[config.mk]
export PLATFORM = sky130hd
export DESIGN_NAME = xlat_tlb
export DESIGN_NICKNAME = d
export VERILOG_FILES = /design/src/rtl/xlat_pkg.sv /design/src/rtl/xlat_set_match.sv /design/src/rtl/xlat_plru.sv /design/src/rtl/xlat_tlb.sv
export SDC_FILE = /design/constraint.sdc
export NUM_CORES = 2
export LEC_CHECK = 0
export BUFFER_PORTS_ARGS = -buffer_cell sky130_fd_sc_hd__buf_2
export CORE_MARGIN = 2
export CORE_UTILIZATION = 56
export DETAILED_ROUTE_END_ITERATION = 12
export PLACE_DENSITY_LB_ADDON = 0.12
export SYNTH_ARGS = -nofsm -noshare
export SYNTH_HDL_FRONTEND = slang
export SYNTH_HIERARCHICAL = 1
export SYNTH_SLANG_ARGS = --single-unit
export TNS_END_PERCENT = 30
[constraint.sdc]
create_clock -name clk -period 22.8 [get_ports clk]
set_input_delay 4.56 -clock clk [delete_from_list [all_inputs] [get_ports clk]]
set_output_delay 4.56 -clock clk [all_outputs]
set_load 0.01 [all_outputs]
[src/rtl/xlat_pkg.sv]
package xlat_pkg;
   typedef enum logic {
      KIND_TABLE = 1'b0,
      KIND_DIR   = 1'b1
   } xlat_kind_e;
endpackage

[src/rtl/xlat_set_match.sv]
module xlat_set_match #(
   parameter int WAYS    = 4,
   parameter int TAG_W   = 16,
   parameter int ENTRY_W = 32,
   localparam int WAY_W  = $clog2(WAYS)
) (
   input  logic                             clk,
   input  logic                             rst_n,
   input  logic [WAYS-1:0]                  vld,
   input  logic [WAYS-1:0]                  kind,
   input  logic [WAYS-1:0][TAG_W-1:0]       tags,
   input  logic [WAYS-1:0][ENTRY_W-1:0]     datas,
   input  xlat_pkg::xlat_kind_e             want_kind,
   input  logic [TAG_W-1:0]                 want_tag,
   output logic                             hit,
   output logic [WAY_W-1:0]                 way,
   output logic [ENTRY_W-1:0]               data
);
   logic [WAYS-1:0] match;

   for (genvar w = 0; w < WAYS; w++) begin : g_cmp
      assign match[w] = vld[w] && (kind[w] == want_kind) && (tags[w] == want_tag);
   end

   always_comb begin
      hit  = |match;
      way  = '0;
      data = '0;
      for (int w = 0; w < WAYS; w++) begin
         if (match[w]) begin
            way  = WAY_W'(w);
            data = datas[w];
         end
      end
   end


   single_match_chk: assert property (@(posedge clk) disable iff (!rst_n) $onehot0(match));
endmodule

[src/rtl/xlat_plru.sv]
module xlat_plru #(
   parameter int SETS   = 16,
   parameter int WAYS   = 4,
   localparam int IDX_W = $clog2(SETS),
   localparam int WAY_W = $clog2(WAYS),
   localparam int LRU_W = WAYS - 1
) (
   input  logic             clk,
   input  logic             rst_n,
   input  logic             hit_touch,
   input  logic [IDX_W-1:0] hit_set,
   input  logic [WAY_W-1:0] hit_way,
   input  logic             fill_touch,
   input  logic [IDX_W-1:0] fill_set,
   input  logic [WAY_W-1:0] fill_way,
   output logic [WAY_W-1:0] victim
);
   logic [LRU_W-1:0] lru_q [SETS];
   logic [LRU_W-1:0] lru_d [SETS];

   if (WAYS != 2 && WAYS != 4) begin : g_bad
      $error("xlat_plru supports 2 or 4 ways");
   end

   if (WAYS == 4) begin : g_tree
      function automatic logic [2:0] bump(logic [2:0] s, logic [1:0] w);
         logic [2:0] r;
         r    = s;
         r[0] = ~w[1];
         if (!w[1]) r[1] = ~w[0];
         else       r[2] = ~w[0];
         return r;
      endfunction

      function automatic logic [1:0] pick(logic [2:0] s);
         return s[0] ? {1'b1, s[2]} : {1'b0, s[1]};
      endfunction

      always_comb begin
         for (int s = 0; s < SETS; s++) lru_d[s] = lru_q[s];
         if (hit_touch)  lru_d[hit_set]  = bump(lru_d[hit_set], hit_way);
         if (fill_touch) lru_d[fill_set] = bump(lru_d[fill_set], fill_way);
      end

      assign victim = pick(lru_q[fill_set]);


      fresh_not_victim_chk: assert property (@(posedge clk) disable iff (!rst_n)
         fill_touch |-> pick(lru_d[fill_set]) != fill_way);
   end else begin : g_pair
      always_comb begin
         for (int s = 0; s < SETS; s++) lru_d[s] = lru_q[s];
         if (hit_touch)  lru_d[hit_set]  = ~hit_way;
         if (fill_touch) lru_d[fill_set] = ~fill_way;
      end

      assign victim = lru_q[fill_set];
   end

   always_ff @(posedge clk or negedge rst_n) begin
      if (!rst_n) begin
         for (int s = 0; s < SETS; s++) lru_q[s] <= '0;
      end else begin
         for (int s = 0; s < SETS; s++) lru_q[s] <= lru_d[s];
      end
   end
endmodule

[src/rtl/xlat_tlb.sv]
module xlat_tlb #(
   parameter int VPN_W      = 20,
   parameter int SETS       = 16,
   parameter int WAYS       = 4,
   parameter int ENTRY_W    = 32,
   parameter int OFF_W      = 12,
   parameter int DIR_BITS   = 10,
   parameter int GLOBAL_BIT = 8
) (
   input  logic               clk,
   input  logic               rst_n,
   input  logic               lk_valid,
   input  logic [VPN_W-1:0]   lk_vpn,
   input  logic [OFF_W-1:0]   lk_off,
   output logic               rsp_valid,
   output logic               rsp_hit,
   output logic               rsp_dir_hit,
   output logic [ENTRY_W-1:0] rsp_entry,
   output logic [ENTRY_W-1:0] rsp_paddr,
   input  logic               fill_valid,
   input  logic               fill_is_dir,
   input  logic [VPN_W-1:0]   fill_vpn,
   input  logic [ENTRY_W-1:0] fill_entry,
   input  logic               flush_all,
   input  logic               flush_task
);
   import xlat_pkg::*;

   localparam int IDX_W  = $clog2(SETS);
   localparam int TAG_W  = VPN_W - IDX_W;
   localparam int WAY_W  = $clog2(WAYS);
   localparam int DIR_LO = VPN_W - DIR_BITS;
   localparam int DTAG_W = DIR_BITS - IDX_W;

   if (SETS != (1 << IDX_W)) begin : g_bad_sets
      $error("SETS must be a power of two");
   end
   if (DIR_BITS <= IDX_W || DIR_BITS > VPN_W) begin : g_bad_dir
      $error("DIR_BITS must exceed the index width and fit the page number");
   end
   if (OFF_W >= ENTRY_W || GLOBAL_BIT >= OFF_W) begin : g_bad_entry
      $error("entry layout parameters out of range");
   end

   function automatic logic [IDX_W-1:0] set_of(logic [VPN_W-1:0] v, logic dir);
      return dir ? v[DIR_LO +: IDX_W] : v[IDX_W-1:0];
   endfunction

   function automatic logic [TAG_W-1:0] tag_of(logic [VPN_W-1:0] v, logic dir);
      return dir ? TAG_W'(v[VPN_W-1 -: DTAG_W]) : v[VPN_W-1:IDX_W];
   endfunction

   logic [WAYS-1:0]                vld_q  [SETS];
   logic [WAYS-1:0]                kind_q [SETS];
   logic [WAYS-1:0][TAG_W-1:0]     tag_q  [SETS];
   logic [WAYS-1:0][ENTRY_W-1:0]   data_q [SETS];

   logic [IDX_W-1:0]   t_set, d_set, f_set;
   logic [TAG_W-1:0]   t_tag, d_tag, f_tag;
   logic               t_hit, d_hit, f_hit;
   logic [WAY_W-1:0]   t_way, d_way, f_way;
   logic [ENTRY_W-1:0] t_data, d_data, f_data_unused;
   logic               free_hit, fill_accept;
   logic [WAY_W-1:0]   free_way, victim, fill_way;
   logic               any_valid, any_local;

   assign t_set = set_of(lk_vpn, 1'b0);
   assign t_tag = tag_of(lk_vpn, 1'b0);
   assign d_set = set_of(lk_vpn, 1'b1);
   assign d_tag = tag_of(lk_vpn, 1'b1);
   assign f_set = set_of(fill_vpn, fill_is_dir);
   assign f_tag = tag_of(fill_vpn, fill_is_dir);

   xlat_set_match #(.WAYS(WAYS), .TAG_W(TAG_W), .ENTRY_W(ENTRY_W)) u_tmatch (
      .clk(clk), .rst_n(rst_n), .vld(vld_q[t_set]), .kind(kind_q[t_set]),
      .tags(tag_q[t_set]), .datas(data_q[t_set]), .want_kind(KIND_TABLE),
      .want_tag(t_tag), .hit(t_hit), .way(t_way), .data(t_data));

   xlat_set_match #(.WAYS(WAYS), .TAG_W(TAG_W), .ENTRY_W(ENTRY_W)) u_dmatch (
      .clk(clk), .rst_n(rst_n), .vld(vld_q[d_set]), .kind(kind_q[d_set]),
      .tags(tag_q[d_set]), .datas(data_q[d_set]), .want_kind(KIND_DIR),
      .want_tag(d_tag), .hit(d_hit), .way(d_way), .data(d_data));

   xlat_set_match #(.WAYS(WAYS), .TAG_W(TAG_W), .ENTRY_W(ENTRY_W)) u_fmatch (
      .clk(clk), .rst_n(rst_n), .vld(vld_q[f_set]), .kind(kind_q[f_set]),
      .tags(tag_q[f_set]), .datas(data_q[f_set]),
      .want_kind(fill_is_dir ? KIND_DIR : KIND_TABLE),
      .want_tag(f_tag), .hit(f_hit), .way(f_way), .data(f_data_unused));

   xlat_plru #(.SETS(SETS), .WAYS(WAYS)) u_plru (
      .clk(clk), .rst_n(rst_n),
      .hit_touch(lk_valid && (t_hit || d_hit)),
      .hit_set(t_hit ? t_set : d_set),
      .hit_way(t_hit ? t_way : d_way),
      .fill_touch(fill_accept), .fill_set(f_set), .fill_way(fill_way),
      .victim(victim));

   always_comb begin
      free_hit = 1'b0;
      free_way = '0;
      for (int w = WAYS - 1; w >= 0; w--) begin
         if (!vld_q[f_set][w]) begin
            free_hit = 1'b1;
            free_way = WAY_W'(w);
         end
      end
   end

   assign fill_accept = fill_valid && !flush_all && !flush_task;
   assign fill_way    = f_hit ? f_way : (free_hit ? free_way : victim);

   always_ff @(posedge clk or negedge rst_n) begin
      if (!rst_n) begin
         for (int s = 0; s < SETS; s++) vld_q[s] <= '0;
      end else if (flush_all) begin
         for (int s = 0; s < SETS; s++) vld_q[s] <= '0;
      end else if (flush_task) begin
         for (int s = 0; s < SETS; s++)
            for (int w = 0; w < WAYS; w++)
               if (!data_q[s][w][GLOBAL_BIT]) vld_q[s][w] <= 1'b0;
      end else if (fill_valid) begin
         vld_q[f_set][fill_way] <= 1'b1;
      end
   end

   always_ff @(posedge clk) begin
      if (fill_accept) begin
         kind_q[f_set][fill_way] <= fill_is_dir;
         tag_q[f_set][fill_way]  <= f_tag;
         data_q[f_set][fill_way] <= fill_entry;
      end
   end

   always_ff @(posedge clk or negedge rst_n) begin
      if (!rst_n) begin
         rsp_valid   <= 1'b0;
         rsp_hit     <= 1'b0;
         rsp_dir_hit <= 1'b0;
         rsp_entry   <= '0;
         rsp_paddr   <= '0;
      end else begin
         rsp_valid   <= lk_valid;
         rsp_hit     <= lk_valid && t_hit;
         rsp_dir_hit <= lk_valid && !t_hit && d_hit;
         rsp_entry   <= !lk_valid ? '0 : (t_hit ? t_data : (d_hit ? d_data : '0));
         rsp_paddr   <= (lk_valid && t_hit) ? {t_data[ENTRY_W-1:OFF_W], lk_off} : '0;
      end
   end

   always_comb begin
      any_valid = 1'b0;
      any_local = 1'b0;
      for (int s = 0; s < SETS; s++) begin
         for (int w = 0; w < WAYS; w++) begin
            any_valid = any_valid | vld_q[s][w];
            any_local = any_local | (vld_q[s][w] & ~data_q[s][w][GLOBAL_BIT]);
         end
      end
   end


   rsp_follow_chk: assert property (@(posedge clk) disable iff (!rst_n) lk_valid |=> rsp_valid);

   rsp_idle_chk: assert property (@(posedge clk) disable iff (!rst_n) !lk_valid |=> !rsp_valid);

   paddr_frame_chk: assert property (@(posedge clk) disable iff (!rst_n)
      rsp_hit |-> rsp_paddr[ENTRY_W-1:OFF_W] == rsp_entry[ENTRY_W-1:OFF_W]);

   fill_lands_chk: assert property (@(posedge clk) disable iff (!rst_n) fill_accept |=> any_valid);

   flush_all_chk: assert property (@(posedge clk) disable iff (!rst_n) flush_all |=> !any_valid);

   flush_task_chk: assert property (@(posedge clk) disable iff (!rst_n)
      (flush_task && !flush_all) |=> !any_local);
endmodule

# ---- Yosys cells after proc, flatten, opt, wreduce, memory -nomap -nowiden
# Memory sizes are Yosys's and may differ from the RTL's.
# Index checks and enable logic that the tools add are counted.
dict set report classes {
  n_lt_le_gt_ge 8
  n_eq_ne 80
  muxes 150
  bitwise_logic 13
  reduce_logical 105
}
# op count
set ops {}
lappend ops {{$mux 32} 13}
lappend ops {{$mux 64} 4}
lappend ops {{$ne 3x3->1 const B} 64}
lappend ops {{$eq 16x16->1} 8}
lappend ops {{$mux 128} 1}
lappend ops {{$reduce_and 2->1} 64}
lappend ops {{$bwmux 48} 2}
lappend ops {{$mux 48} 2}
lappend ops {{$mux 1} 82}
lappend ops {{$demux 32 s2} 1}
lappend ops {{$eq 16x6->1} 4}
lappend ops {{$or 64x64->64} 1}
lappend ops {{$bmux 4 s4} 3}
lappend ops {{$mux 4} 10}
lappend ops {{$bmux 3 s4} 3}
lappend ops {{$logic_and 1x1->1} 33}
lappend ops {{$demux 16 s2} 1}
lappend ops {{$mux 16} 2}
lappend ops {{$mux 2} 14}
lappend ops {{$demux 3 s4} 2}
lappend ops {{$mux 3} 8}
lappend ops {{$ge 5x5->1 const B} 4}
lappend ops {{$not 4->5} 4}
lappend ops {{$demux 4 s4} 1}
lappend ops {{10 further kinds} 25}
dict set report word_totals {
  regBits 179
  ram_bits 3136
  inputBits 91
  output_inout_bits 67
  elab_cells 444
  n_memories 3
}
# memory words width rd rd_ports_with_merged_regs wr line_no
set mem_list {}
lappend mem_list {data_q 16 128 18 0 1 xlat_tlb.sv:56} ;# logic [WAYS-1:0][ENTRY_W-1:0] data_q [SETS];
lappend mem_list {tag_q 16 64 3 0 1 xlat_tlb.sv:55} ;# logic [WAYS-1:0][TAG_W-1:0] tag_q [SETS];
lappend mem_list {kind_q 16 4 3 0 1 xlat_tlb.sv:54} ;# logic [WAYS-1:0] kind_q [SETS];

# ---- Longest topological paths before layout
dict set report depth {
  depth_word 23
  depth_mapped 29
}

# ---- Cells and area by module
# Netlist, hierarchy kept.
# module instances cells_per_inst area_per_inst_um2
set by_module_without_submodules {}
lappend by_module_without_submodules {xlat_tlb 1 12533 176043.8}
lappend by_module_without_submodules {xlat_set_match 3 292 2083.2}
lappend by_module_without_submodules {xlat_plru 1 501 4129.0}

# ---- Worst setup path after synthesis
# Ideal clock, no wire load.
dict set report synth_path {
  path_kind {input-to-reg}
  start {in fill_is_dir}
  end {mem data_q[10][64] (netlist bit) (enable)}
  arrival_time_ns 12.983
  setup_slack_ns 9.301
  cell_stages 19
  n_path_buf 9
  cell_sequence {buf_2 buf_6 buf_2 buf_1 clkbuf_1 nor2b_1 xnor2_1 nand4_1 nor3_2 nand2_1 buf_2 buf_8 o2111ai_1 a41oi_1 o21ai_0 o21a_1 clkbuf_1 buf_1 nor3_1}
}
dict set report synth_via {
  word_cells_on_any_way 49
  cone_classes {order compare: 2; eq/ne: 8; mux: 26; bitwise: 1; reduce/logical: 10; memory: 2}
}
# item line_no
set synth_lines {}
lappend synth_lines {{start, declared} xlat_tlb.sv:21} ;# input logic fill_is_dir,
lappend synth_lines {{$mux 16 (*)} xlat_tlb.sv:50} ;# return dir ? TAG_W'(v[VPN_W-1 -: DTAG_W]) : v[VPN_W-1:IDX_W];
lappend synth_lines {{net f_tag[11]} xlat_tlb.sv:59} ;# logic [TAG_W-1:0] t_tag, d_tag, f_tag;
lappend synth_lines {{$eq 16x16->1} xlat_set_match.sv:22} ;# assign match[w] = vld[w] && (kind[w] == want_kind) && (tags[w] == want_tag);
lappend synth_lines {{$logic_and 1x1->1} xlat_set_match.sv:22}
lappend synth_lines {{$reduce_or 4->1 (*)} xlat_set_match.sv:26} ;# hit = |match;
lappend synth_lines {{net f_hit} xlat_tlb.sv:60} ;# logic t_hit, d_hit, f_hit;
lappend synth_lines {{$mux 2 (*)} xlat_tlb.sv:110} ;# assign fill_way = f_hit ? f_way : (free_hit ? free_way : victim);
lappend synth_lines {{$lt 2x3->1 (implied by the code) or $ge 2x1->1 (tied branches)} xlat_tlb.sv:130} ;# data_q[f_set][fill_way] <= fill_entry;
lappend synth_lines {{$logic_and 1x1->1 (implied by the code)} xlat_tlb.sv:130}
lappend synth_lines {{$mux 32 (implied by the code)} xlat_tlb.sv:130}
lappend synth_lines {{$demux 32 s2 (*)} xlat_tlb.sv:130}
lappend synth_lines {{$mux 128 (implied by the code) (*)} xlat_tlb.sv:130}
lappend synth_lines {{end, declared} xlat_tlb.sv:56}
# Mark *: on every way through the listed nets, which the timed path passes. The rest lies on a longest branch. The select of a mux whose other input is x is not followed.

# ---- Worst setup path after layout
dict set report layout_path {
  start {in fill_is_dir}
  end {mem tag_q[0][15] (netlist bit) (enable)}
}
dict set report layout_via {
  word_cells_on_any_way 49
  cone_classes {order compare: 2; eq/ne: 8; mux: 26; bitwise: 1; reduce/logical: 10; memory: 2}
}
# item line_no
set layout_lines {}
lappend layout_lines {{branches (longest 7 deep; another with $mem_v2 16x64)} -}
lappend layout_lines {{$reduce_or 4->1 (*)} xlat_set_match.sv:26}
lappend layout_lines {{net f_hit} xlat_tlb.sv:60}
lappend layout_lines {{$mux 2 (*)} xlat_tlb.sv:110}
lappend layout_lines {{$lt 2x3->1 (implied by the code) or $ge 2x1->1 (tied branches)} xlat_tlb.sv:129} ;# tag_q[f_set][fill_way] <= f_tag;
lappend layout_lines {{$logic_and 1x1->1 (implied by the code)} xlat_tlb.sv:129}
lappend layout_lines {{$mux 16 (implied by the code)} xlat_tlb.sv:129}
lappend layout_lines {{$demux 16 s2 (*)} xlat_tlb.sv:129}
lappend layout_lines {{$mux 64 (implied by the code) (*)} xlat_tlb.sv:129}
lappend layout_lines {{end, declared} xlat_tlb.sv:55}
# Mark *: on every way through the listed nets, which the timed path passes. The select of a mux whose other input is x is not followed.

==> impl_metrics.py <==
metrics = {
    "timing": {
        "slew_viol_final": 0,
        "rsz0062_at_grt": "no",
        "maxSlewHeadroom_pct": 10.6,
        "setup_viol": 0,
        "tightest_slew_ns": 1.33,
        "fmax_ghz": 0.0738,
        "layout_min_cycle_time_ns": 13.55,
        "hold_violations": 0,
        "skew_ns": 0.0872,
        "fin_crit_sh_pct": 59.4,
        "tns_ns": 0,
    },
    "clock_tree": {
        "clockRootBuffer": "clkbuf_16",
        "clkTransAtPathRegs_ns": 0.06,
        "cts_max_level": 5,
        "cts_setup_buffers": 0,
        "cts_tree": "built",
        "ctsResizeCount": 0,
        "cts_buffers": 354,
        "cts.sinks": 3315,
        "holdBufCountCts": 0,
        "cts_max_path_buffers": 4,
        "insertion_delay_ns": 0.98,
    },
    "detailed_routing": {
        "num_vias": 107000,
        "ant_nets": 0,
        "drt_iter0_markers": 17300,
        "via_per_inst": 7.62,
        "wl_mm": 557,
        "avgRoutedWirePerCell_microns": 39.8,
        "drt-pass1-iter-count": 7,
        "drcViolationCount": 0,
    },
    "power": {
        "power.static_leakage_nw": 59.2,
        "power_w": 0.0138,
        "irDropWorstVdd_uv": 83.4,
        "powerDensity_nw_per_um2": 75.0,
    },
    "floorplan": {
        "fp-row-count": 200,
        "dieArea_sq_um": 303000,
        "start_util_pct": 56.3,
        "fp.dieW_microns": 550,
        "fp.dieH_microns": 550,
        "core_sq_um": 297000,
        "ioPinCount": 158,
    },
    "placement": {
        "place_inst": 13300,
        "dp_hpwl_mm": 323,
        "io_buffers": 157,
        "gp_congestion": 0.906,
        "dpl_cell_area_sq_um": 173000,
    },
    "synthesis": {
        "synth_area_per_cell_sq_um": 17.1,
        "syn_inst": 9771,
        "yosys_warnings": 6,
        "synth_area_sq_um": 167000,
    },
    "global_route": {
        "grt_pass1_vias": 105000,
        "grt_pass1_wl_mm": 787,
        "gr-total-overflow": 0,
        "antenna_found_initial": 45,
        "grt_max_degree": 181,
        "grtUsageTotal_pct": 36.8,
    },
    "final_layout": {
        "drive_gt1_share_pct": 31.9,
        "num-fill-cells": 20900,
        "nets": 9840,
        "design_area_sq_um": 184000,
        "layout-area-overhead-vs-synth_pct": 10.2,
        "layoutNonFillerInstCount": 14000,
        "utilization_pct": 62.0,
    },
    "setup_path": {
        "worstSetupPathType": "in2reg",
        "cp_max_fo": 100,
        "worstSetupEndpointType": "flop",
        "worst_ep_arrival_time_ns": 14.08,
        "startpoint_type": "input port",
        "required_ns": 23.33,
    },
    "flow_run": {
        "maxCapViolCount": 0,
    },
    "run_status": {
        "outcome": "completed",
    },
    "worst_hold_path": {
        "hp-class": "reg2reg",
    },
}
[cell type report]
| cell class | count | area [sq um] | share of cell area, % |
|---|---|---|---|
| multi-input combinational | 5568 | 65400 | 35.5 |
| timing repair buffer | 488 | 3580 | 1.95 |
| inverter | 22 | 100 | 0.0543 |
| clock inverter | 194 | 1960 | 1.07 |
| antenna | 22 | 55.1 | 0.0299 |
| tap | 3939 | 4930 | 2.68 |
| clock buffer | 456 | 9520 | 5.17 |
| sequential | 3315 | 98600 | 53.5 |
[final timing paths]
| check | from | end | slack [ns] | cells past startpoint |
|---|---|---|---|---|
| min in group asynchronous | rst_n | rsp_entry[14] | 3.59 | 1 |
| max in group asynchronous | rst_n | rsp_entry[5] | 16.90 | 3 |
| setup / recovery | fill_is_dir | tag_q[0][15] | 9.25 | 24 |
| hold / removal | u_plru/lru_q[42] | u_plru/lru_q[42] | 0.55 | 2 |
| hold reg to reg | u_plru/lru_q[42] | u_plru/lru_q[42] | 0.55 | 2 |
| setup reg to reg | tag_q[3][61] | u_plru/lru_q[13] | 15.02 | 16 |
[state kept, by name (all words and copies together), names as in the netlist]
name and count:
rsp_hit 1, data_q 2048, rsp_dir_hit 1, tag_q 1024
rsp_entry 32, kind_q 64, rsp_paddr 32, rsp_valid 1
u_plru/lru_q 48, vld_q 64
[layer usage]
metal	wire length [microns]	vias up	GRT usage [%]
li1	-	40700	-
met4	32200	10	18.0
met3	73800	1610	9.29
met1	193000	55600	50.1
met5	68	-	0.0313
met2	258000	8802	56.2
[stage by stage]
step                      setup slack (ns)  hold slack [ns]
after floorplan                       9.60            0.497
after global placement                8.73            0.528
after detailed placement              8.65            0.534
after CTS                             9.62            0.548
after global routing                  9.01            0.588
final                                 9.25            0.546
[placed cells by master (no fill, tap or decap), types with 80 or more instances in the layout]
cell and count:
a311oi_1 137, a31oi_1 209, and3_1 106, buf_2 147, buf_4 315, clkbuf_1 80, clkbuf_16 359, dfrtp_1 179
edfxtp_1 3136, mux4_2 1982, nand2_1 1199, nand3_1 572, nand4_1 100, nor2_1 127, xnor2_1 132
[worst max-delay path, stage by stage]
cell and delay [ns]:
buf_4 0.38, buf_4 0.58, nor2b_1 0.18, a21oi_4 0.17, buf_12 0.48, buf_4 0.69
buf_4 0.76, and3_1 0.28, a311oi_1 0.06, a311oi_1 0.33, a31oi_1 0.09, xnor2_1 0.34
nand4_1 0.34, nor3_1 0.31, nand4_1 0.41, o2111ai_1 0.52, a41oi_1 0.19, o21ai_0 0.18
o21a_2 0.14, buf_4 0.68, inv_2 0.49, buf_4 0.54, nor3_2 0.31, buf_4 0.75
[power by group]
group          internal, W  total [W]  switching, W
clock              0.00329    0.00577       0.00248
combinational     0.000537    0.00133      0.000788
sequential         0.00670    0.00673     0.0000274
total               0.0105     0.0138       0.00329
No activity file was read; power rests on OpenSTA's default activity.
